[config.mk]
export PLATFORM = sky130hd
export DESIGN_NAME = evt_out_regif
export DESIGN_NICKNAME = d
export VERILOG_FILES = /design/src/rtl/evt_pkg.sv /design/src/rtl/evt_time_counter.sv /design/src/rtl/evt_regfile.sv /design/src/rtl/evt_commit.sv /design/src/rtl/evt_out_regif.sv
export SDC_FILE = /design/constraint.sdc
export NUM_CORES = 1
export LEC_CHECK = 0
export BUFFER_PORTS_ARGS = -buffer_cell sky130_fd_sc_hd__buf_2
export CAP_MARGIN = 20
export CORE_MARGIN = 2
export CORE_UTILIZATION = 58
export DETAILED_ROUTE_END_ITERATION = 10
export HOLD_SLACK_MARGIN = 0.1
export PLACE_DENSITY = 0.77
export SLEW_MARGIN = 10
export SYNTH_ARGS = -nofsm -noshare
export SYNTH_HDL_FRONTEND = slang
export SYNTH_SLANG_ARGS = --single-unit
export TNS_END_PERCENT = 10
[constraint.sdc]
create_clock -name clk -period 6.4 [get_ports clk]
set_input_delay 1.28 -clock clk [delete_from_list [all_inputs] [get_ports clk]]
set_output_delay 1.28 -clock clk [all_outputs]
set_load 0.05 [all_outputs]
[src/rtl/evt_pkg.sv]
package evt_pkg;
  localparam int unsigned REG_AW = 5;

  localparam logic [REG_AW-1:0] A_CTRL    = 5'h00;
  localparam logic [REG_AW-1:0] A_CHSEL   = 5'h01;
  localparam logic [REG_AW-1:0] A_TIME_LO = 5'h02;
  localparam logic [REG_AW-1:0] A_TIME_HI = 5'h03;
  localparam logic [REG_AW-1:0] A_TADDR   = 5'h04;
  localparam logic [REG_AW-1:0] A_COMMIT  = 5'h05;
  localparam logic [REG_AW-1:0] A_STATUS  = 5'h06;
  localparam logic [REG_AW-1:0] A_SNAPREQ = 5'h07;
  localparam logic [REG_AW-1:0] A_SNAP_LO = 5'h08;
  localparam logic [REG_AW-1:0] A_SNAP_HI = 5'h09;
  localparam logic [REG_AW-1:0] A_PAYLOAD = 5'h10;

  localparam int unsigned ST_BUSY = 0;
  localparam int unsigned ST_LATE = 1;
  localparam int unsigned ST_LINK = 2;

  // Payload word idx lives at the mirrored slot from the top of the window.
  function automatic logic [REG_AW-1:0] payload_slot(int unsigned idx, int unsigned n);
    return REG_AW'(int'(A_PAYLOAD) + int'(n) - 1 - int'(idx));
  endfunction

  // An event is late when its time lies strictly before the counter.
  function automatic logic is_late(logic [63:0] ev_t, logic [63:0] now);
    return ev_t < now;
  endfunction
endpackage

[src/rtl/evt_time_counter.sv]
module evt_time_counter #(
  parameter int unsigned CW = 64
) (
  input  logic          clk,
  input  logic          rst_n,
  input  logic          clr,
  input  logic          snap_req,
  output logic [CW-1:0] count_o,
  output logic [CW-1:0] snap_o
);
  logic [CW-1:0] count_q;
  logic [CW-1:0] snap_q;

  always_ff @(posedge clk) begin
    if (!rst_n) begin
      count_q <= '0;
      snap_q  <= '0;
    end else begin
      count_q <= clr ? '0 : count_q + CW'(1);
      if (snap_req) snap_q <= count_q;
    end
  end

  assign count_o = count_q;
  assign snap_o  = snap_q;

  assert_count_step_R10: assert property (@(posedge clk) disable iff (!rst_n)
    !clr |=> count_q == $past(count_q) + CW'(1));
  assert_snap_hold_R10: assert property (@(posedge clk) disable iff (!rst_n)
    !snap_req |=> $stable(snap_q));
  assert_clear_count_R11: assert property (@(posedge clk) disable iff (!rst_n)
    clr |=> count_q == '0);
endmodule

[src/rtl/evt_regfile.sv]
module evt_regfile
  import evt_pkg::*;
#(
  parameter int unsigned N_WORDS = 2,
  parameter int unsigned CH_W    = 8,
  parameter int unsigned EV_AW   = 16
) (
  input  logic                  clk,
  input  logic                  rst_n,
  input  logic                  wr_en,
  input  logic [REG_AW-1:0]     wr_addr,
  input  logic [31:0]           wr_data,
  output logic [CH_W-1:0]       chsel_o,
  output logic [63:0]           time_o,
  output logic [EV_AW-1:0]      taddr_o,
  output logic [32*N_WORDS-1:0] payload_o,
  output logic                  time_wr_o
);
  logic [CH_W-1:0]  chsel_q;
  logic [63:0]      time_q;
  logic [EV_AW-1:0] taddr_q;

  // Named event: any write to either half of the time register.
  assign time_wr_o = wr_en && (wr_addr == A_TIME_LO || wr_addr == A_TIME_HI);

  always_ff @(posedge clk) begin
    if (!rst_n) begin
      chsel_q <= '0;
      time_q  <= '0;
      taddr_q <= '0;
    end else if (wr_en) begin
      case (wr_addr)
        A_CHSEL:   chsel_q       <= wr_data[CH_W-1:0];
        A_TIME_LO: time_q[31:0]  <= wr_data;
        A_TIME_HI: time_q[63:32] <= wr_data;
        A_TADDR:   taddr_q       <= wr_data[EV_AW-1:0];
        default: ;
      endcase
    end
  end

  for (genvar g = 0; g < N_WORDS; g++) begin : g_word
    localparam logic [REG_AW-1:0] SLOT = payload_slot(g, N_WORDS);
    logic [31:0] word_q;
    always_ff @(posedge clk) begin
      if (!rst_n)                          word_q <= '0;
      else if (time_wr_o)                  word_q <= '0;
      else if (wr_en && wr_addr == SLOT)   word_q <= wr_data;
    end
    assign payload_o[32*g +: 32] = word_q;
  end

  assign chsel_o = chsel_q;
  assign time_o  = time_q;
  assign taddr_o = taddr_q;

  assert_time_wipes_payload_R3: assert property (@(posedge clk) disable iff (!rst_n)
    time_wr_o |=> payload_o == '0);
endmodule

[src/rtl/evt_commit.sv]
module evt_commit
  import evt_pkg::*;
#(
  parameter int unsigned N_WORDS = 2,
  parameter int unsigned CH_W    = 8,
  parameter int unsigned EV_AW   = 16
) (
  input  logic                  clk,
  input  logic                  rst_n,
  input  logic                  commit_req,
  input  logic                  flag_clr,
  input  logic [63:0]           now,
  input  logic                  link_up,
  input  logic [CH_W-1:0]       chsel,
  input  logic [63:0]           ev_t,
  input  logic [EV_AW-1:0]      taddr,
  input  logic [32*N_WORDS-1:0] payload,
  output logic                  ev_valid,
  input  logic                  ev_ready,
  output logic [CH_W-1:0]       ev_chan,
  output logic [EV_AW-1:0]      ev_addr,
  output logic [63:0]           ev_time,
  output logic [32*N_WORDS-1:0] ev_data,
  output logic [2:0]            status_o
);
  logic valid_q, late_q, link_q;
  logic fire, late_w, link_bad, issue;

  assign fire     = commit_req && !valid_q;
  assign late_w   = is_late(ev_t, now);
  assign link_bad = !link_up;
  assign issue    = fire && !late_w && !link_bad;

  always_ff @(posedge clk) begin
    if (!rst_n) begin
      valid_q <= 1'b0;
      late_q  <= 1'b0;
      link_q  <= 1'b0;
      ev_chan <= '0;
      ev_addr <= '0;
      ev_time <= '0;
      ev_data <= '0;
    end else begin
      if (valid_q && ev_ready) valid_q <= 1'b0;
      if (fire) begin
        late_q <= late_w;
        link_q <= link_bad;
      end else if (flag_clr) begin
        late_q <= 1'b0;
        link_q <= 1'b0;
      end
      if (issue) begin
        valid_q <= 1'b1;
        ev_chan <= chsel;
        ev_addr <= taddr;
        ev_time <= ev_t;
        ev_data <= payload;
      end
    end
  end

  assign ev_valid = valid_q;
  always_comb begin
    status_o          = '0;
    status_o[ST_BUSY] = valid_q;
    status_o[ST_LATE] = late_q;
    status_o[ST_LINK] = link_q;
  end

  assert_hold_stall_R5: assert property (@(posedge clk) disable iff (!rst_n)
    valid_q && !ev_ready |=> valid_q && $stable(ev_time) && $stable(ev_data)
                             && $stable(ev_chan) && $stable(ev_addr));
  assert_late_dropped_R6: assert property (@(posedge clk) disable iff (!rst_n)
    fire && late_w |=> !valid_q && late_q);
  assert_link_dropped_R7: assert property (@(posedge clk) disable iff (!rst_n)
    fire && link_bad |=> !valid_q && link_q);
  assert_flags_sticky_R8: assert property (@(posedge clk) disable iff (!rst_n)
    !commit_req && !flag_clr |=> $stable(late_q) && $stable(link_q));
  assert_busy_ignored_R9: assert property (@(posedge clk) disable iff (!rst_n)
    commit_req && valid_q && !ev_ready |=> valid_q && $stable(ev_time)
                                           && $stable(late_q) && $stable(link_q));
  assert_issue_R4: assert property (@(posedge clk) disable iff (!rst_n)
    issue |=> valid_q && ev_time == $past(ev_t) && ev_chan == $past(chsel));
endmodule

[src/rtl/evt_out_regif.sv]
module evt_out_regif
  import evt_pkg::*;
#(
  parameter int unsigned N_WORDS = 2,
  parameter int unsigned CH_W    = 8,
  parameter int unsigned EV_AW   = 16
) (
  input  logic                  clk,
  input  logic                  rst_n,
  input  logic                  wr_en,
  input  logic [4:0]            wr_addr,
  input  logic [31:0]           wr_data,
  input  logic [4:0]            rd_addr,
  output logic [31:0]           rd_data,
  input  logic                  link_up,
  output logic                  ev_valid,
  input  logic                  ev_ready,
  output logic [CH_W-1:0]       ev_chan,
  output logic [EV_AW-1:0]      ev_addr,
  output logic [63:0]           ev_time,
  output logic [32*N_WORDS-1:0] ev_data
);
  logic                  ctrl_restart, snap_req, commit_req, time_wr;
  logic [63:0]           count, snap;
  logic [CH_W-1:0]       chsel;
  logic [63:0]           ev_t;
  logic [EV_AW-1:0]      taddr;
  logic [32*N_WORDS-1:0] payload;
  logic [2:0]            status;

  assign ctrl_restart = wr_en && wr_addr == A_CTRL && wr_data[0];
  assign snap_req     = wr_en && wr_addr == A_SNAPREQ;
  assign commit_req   = wr_en && wr_addr == A_COMMIT;

  evt_time_counter #(.CW(64)) u_counter (
    .clk(clk), .rst_n(rst_n), .clr(ctrl_restart), .snap_req(snap_req),
    .count_o(count), .snap_o(snap)
  );

  evt_regfile #(.N_WORDS(N_WORDS), .CH_W(CH_W), .EV_AW(EV_AW)) u_regs (
    .clk(clk), .rst_n(rst_n), .wr_en(wr_en), .wr_addr(wr_addr), .wr_data(wr_data),
    .chsel_o(chsel), .time_o(ev_t), .taddr_o(taddr), .payload_o(payload),
    .time_wr_o(time_wr)
  );

  evt_commit #(.N_WORDS(N_WORDS), .CH_W(CH_W), .EV_AW(EV_AW)) u_commit (
    .clk(clk), .rst_n(rst_n), .commit_req(commit_req), .flag_clr(ctrl_restart),
    .now(count), .link_up(link_up), .chsel(chsel), .ev_t(ev_t), .taddr(taddr),
    .payload(payload), .ev_valid(ev_valid), .ev_ready(ev_ready), .ev_chan(ev_chan),
    .ev_addr(ev_addr), .ev_time(ev_time), .ev_data(ev_data), .status_o(status)
  );

  always_comb begin
    rd_data = '0;
    case (rd_addr)
      A_CHSEL:   rd_data = 32'(chsel);
      A_TIME_LO: rd_data = ev_t[31:0];
      A_TIME_HI: rd_data = ev_t[63:32];
      A_TADDR:   rd_data = 32'(taddr);
      A_STATUS:  rd_data = 32'(status);
      A_SNAP_LO: rd_data = snap[31:0];
      A_SNAP_HI: rd_data = snap[63:32];
      default: ;
    endcase
    for (int i = 0; i < int'(N_WORDS); i++) begin
      if (rd_addr == payload_slot(i, N_WORDS)) rd_data = payload[32*i +: 32];
    end
  end

  assert_restart_clears_R11: assert property (@(posedge clk) disable iff (!rst_n)
    ctrl_restart |=> status[ST_LATE] == 1'b0 && status[ST_LINK] == 1'b0);
  assert_busy_tracks_port_R5: assert property (@(posedge clk) disable iff (!rst_n)
    ev_valid && ev_ready && !commit_req |=> !ev_valid);
endmodule

* Word level (Yosys, flattened, before mapping) *
Cells that the tools add are included.

word-level totals
  output and inout port bits = 185
  input bits = 47
  word-level logic and storage cells = 67
  flip-flop bits (word level) = 435

cells by class
  $lt $le $gt $ge = 1
  mux-type cells = 8
  reduce and logical (&&, ||, !) cells = 24
  bitwise logic cells = 1
  add/subtract/negate cells = 1
  eq/ne operators = 17

operators with widths
  cell                                            number
  case mux 32 bit (7 select lines)                1
  adder 64 x 1 -> 64 bit (second input constant)  1
  less-than comparator 64 bit                     1
  two-way mux 32 bit                              2
  == test 5 x 3 -> 1 bit (second input constant)  5
  == test 5 x 2 -> 1 bit (second input constant)  4
  == test 5 bit (second input constant)           4
  logical AND 1 bit                               11
  == test 5 x 1 -> 1 bit (second input constant)  2
  == test 5 x 4 -> 1 bit (second input constant)  2
  AND reduction 2 bit                             4
  zero test 5 bit                                 1
  two-way mux 1 bit                               5
  nonzero test 2 bit                              2
  OR reduction 2 bit                              2
  zero test 1 bit                                 3
  logical OR 1 bit                                1
  NOT 1 bit                                       1

* Longest topological paths before layout *
  depth after elaboration = 6
  gate-level depth with buffers = 12
  mapped depth without buffers = 9

* Hierarchy *
From an unflattened synthesis, not the netlist that was laid out.

unflattened totals
  cell total of the unflattened synthesis = 2403
  area, all modules = 20851.2 um^2

modules (own cells, without submodules)
  module            area each (um^2)  cells each  instances
  evt_commit        7703.6            901         1
  evt_regfile       5833.1            657         1
  evt_time_counter  5464.0            573         1
  evt_out_regif     1850.5            272         1

* Worst setup path before layout *
No wires, ideal clock.

  path kind = input to output
  from = in rd_addr[3]
  to = out rd_data[3]
  path buffers = 1
  cell stages on the path = 5
  slack = 1.783 ns
  arrival time = 3.337 ns
  data required time = 5.120 ns
  cells stage by stage = or3b_2 nor3_2 buf_2 a222oi_1 a41oi_1

between the ends
  cells in the longest elaborated chain, start to end = 4
  elaborated cells between the ends (all ways) = 12
  classes of those cells = 9 x eq/ne; 3 x mux

ends and longest elaborated chain
  element                                               line                 text
  from (decl)                                           evt_out_regif.sv:13  input logic [4:0] rd_addr,
  == test 5 x 4 -> 1 bit, or another cell as far along  evt_out_regif.sv:55  case (rd_addr)
  case mux 32 bit (7 select lines)                      evt_out_regif.sv:55
  two-way mux 32 bit                                    evt_out_regif.sv:66  if (rd_addr == payload_slot(i, N_WORDS)) rd_data = payload[32*i +: 32];
  two-way mux 32 bit (*)                                evt_out_regif.sv:66
  to (decl)                                             evt_out_regif.sv:14  output logic [31:0] rd_data,

Every way passes the cells marked *; elsewhere a longest branch is shown, timed or not.

* Worst setup path in the final report *
  from = in rd_addr[3]
  to = out rd_data[13]

The elaborated chain is that of the path after synthesis.

==> impl_metrics.tcl <==
set metrics [dict create \
    period_needed_ns 4.79 \
    critPathArrivalTime_ns 3.51 \
    ys.flop_type "dfxtp_1" \
    rsz0062_at_grt "false" \
    synth-adder-area-share_pct 4.10 \
    syn_inst 2352 \
    hold_buffers 0 \
    path_class "input port to output port" \
    synth_edf_count 0 \
    status "finished clean" \
    synthMuxAreaShare_pct 7.78 \
    peakVddDrop_mv 0.260 \
    die-area_sq_um 35200 \
    die_y_microns 188 \
    yosysWarnings 0 \
    vias 17600 \
    setup_viol 0 \
    synth_seq_cells 435 \
    syn_avg_cell_area_sq_um 8.31 \
    synth-compound-area-share_pct 14.2 \
    ys_seq_area_share_pct 44.5 \
    hp-class "flip-flop to flip-flop" \
    hold_viol 0 \
    power_leakage_uw 0.00830 \
    async_flop_share_pct 0 \
    yosysMostFrequentCell "nand2_1" \
    worstPathMaxFanout 24 \
    htreeDepth 2 \
    critPathSlowestCell "and4b_1" \
    synthesis.nets 2463 \
    ant_nets 0 \
    wirelength_mm 63.4 \
    fin_crit_sh_pct 74.8 \
    slew_violations 0 \
    grt_pass1_vias 17000 \
    synth_xor_area_share_pct 2.60 \
    dr.pass1.iters 6 \
    worst_slew_pin_slew_ns 1.13 \
    hold_ws_ns 0.450 \
    end_kind "output port" \
    syn-cell-area_sq_um 19600 \
    drt_iter0_drc 1497 \
    pre_cts_ws_ns 1.73 \
    path_cells "buf_2 > nor2_1 > and4b_1 > a221oi_1 > a31oi_1 > buf_2" \
    ios 232 \
    finalClockSkew_ns 0.0255 \
    rows 67 \
    drc 0 \
    root_buffer "clkbuf_16" \
    area_growth_pct 15.8 \
    globalplace.congestion 0.952 \
    finalNetCount 2616 \
    yosys.area.top_type "dfxtp_1" \
    cp.required_ns 5.12 \
    antenna_found_initial 2 \
    cts_tree "built" \
    cpMostUsedCell "buf_2" \
    fin_ws_ns 1.61 \
    overflow 0 \
    die_w_microns 188 \
    drive_gt1_share_pct 14.7 \
    max_slew_margin_pct 24.6 \
    fmax_ghz 0.209 \
    port_buffers 231 \
    setup_tns_ns 0 \
    cts_sinks 435 \
    cts.path.max_buffers 3 \
    cts_buffers 46 \
    cp-start-kind "input port" \
    ys_top_cells_by_count "nand2_1 (778), dfxtp_1 (435), a21boi_0 (153)" \
    coreArea_sq_um 33400 \
    start_util_pct 58.6 \
    grt_pass1_wl_mm 97.2 \
    maxCapViolCount 0 \
    slowest_delay_ns 0.96 \
    grt_max_degree 154 \
    path_clk_slew_ns 0.06 \
    cts_resized 0 \
    grt_use_total_pct 35.4 \
    synth_top_family_by_area "simple AND/OR/NAND/NOR gates" \
    synth.distinct_cells 55 \
    hpwl_mm 45.4 \
    post_cts_buffers 0 \
    synth_top_area_share_pct 44.5 \
    wl_per_cell_microns 21.2 \
    synth.area.top_cells "dfxtp_1 (45%), nand2_1 (15%), mux2i_1 (7.8%)" \
    clkLatencyLatePin_ns 0.57 \
    vias_per_cell 5.89 \
    powerDensity_nw_per_um2 265 \
    synth-simple-area-share_pct 22.0 \
]
-- state kept, by name, indices dropped and copies added, names as in the netlist, 16 cells and up --
name	count
u_commit.ev_time	64
u_counter.snap_o	64
u_commit.ev_addr	16
u_regs.taddr_o	16
u_regs.time_o	64
u_regs.g_word.word_q	64
u_commit.ev_data	64
u_counter.count_o	64
-- final timing paths --
| check | depth (start not counted) | slack (ns) | start | to |
|---|---|---|---|---|
| min | 2 | 0.45 | u_commit.ev_time[54]$_SDFFE_PN0P_ | u_commit.ev_time[54]$_SDFFE_PN0P_ |
| min reg2reg | 2 | 0.45 | u_commit.ev_time[54]$_SDFFE_PN0P_ | u_commit.ev_time[54]$_SDFFE_PN0P_ |
| max | 6 | 1.61 | rd_addr[3] | rd_data[13] |
| max reg2reg | 10 | 3.03 | u_counter.count_o[49]$_SDFF_PP0_ | u_commit.ev_valid$_SDFFE_PN0P_ |
-- layout by cell type (no fill, tap or decap), drive strengths merged, types with 61 or more instances in the layout --
master / instances
nor2: 118
a21oi: 94
a21boi: 153
buf: 256
ha: 64
nand2: 778
dfxtp: 435
clkbuf: 61
mux2i: 152
inv: 67
-- logic make-up after synthesis --
group,after synthesis
mux,152
compound gates,395
flops,435
xor+xnor,58
simple gates,1031
fa+ha+maj,64
buf+inv,217
-- where the power goes --
group	internal, uW	leakage, uW	switching [uW]
Clock	1920	0.000867	1140
Combinational	58.9	0.00393	164
Sequential	2720	0.00350	14.8
Total	4690	0.00830	1310
-- cell type report --
cell class	instances	area, sq um
multi-input cells	1700	9970
clock buffers	61	1340
inverters	66	248
diodes	2	5.00
clock inverters	24	427
flip-flops and latches	435	8710
fillers	2802	10700
repair buffers	256	1390
well taps	448	561
-- worst max-delay path, delay by kind of cell --
| kind | cells | cell delay, ns |
|---|---|---|
| AO/OA/AOI/OAI | 2 | 0.65 |
| buffers and inverters | 2 | 0.48 |
| AND/OR/NAND/NOR | 2 | 1.08 |
-- layer usage --
layer | track usage, % | vias to the layer above | routed length (microns)
li1 | - | 8261 | -
met1 | 43.1 | 8387 | 25100
met2 | 59.0 | 760 | 29900
met3 | 4.62 | 200 | 3800
met4 | 23.1 | 0 | 4590
met5 | 0 | - | 0
-- metrics by stage --
stage               cell area [sq um]  cells  total power [uW]  utilization [%]
finish                          22600   2992              6010             67.9
floorplan                       19600   2352              2920                -
global placement                20900   2904              3000             62.5
detailed placement              20900   2904              3010             62.5
CTS                             22600   2989              6020             67.8
global route                    22600   2990              6150             67.9
No activity file was read; power rests on OpenSTA's default activity.
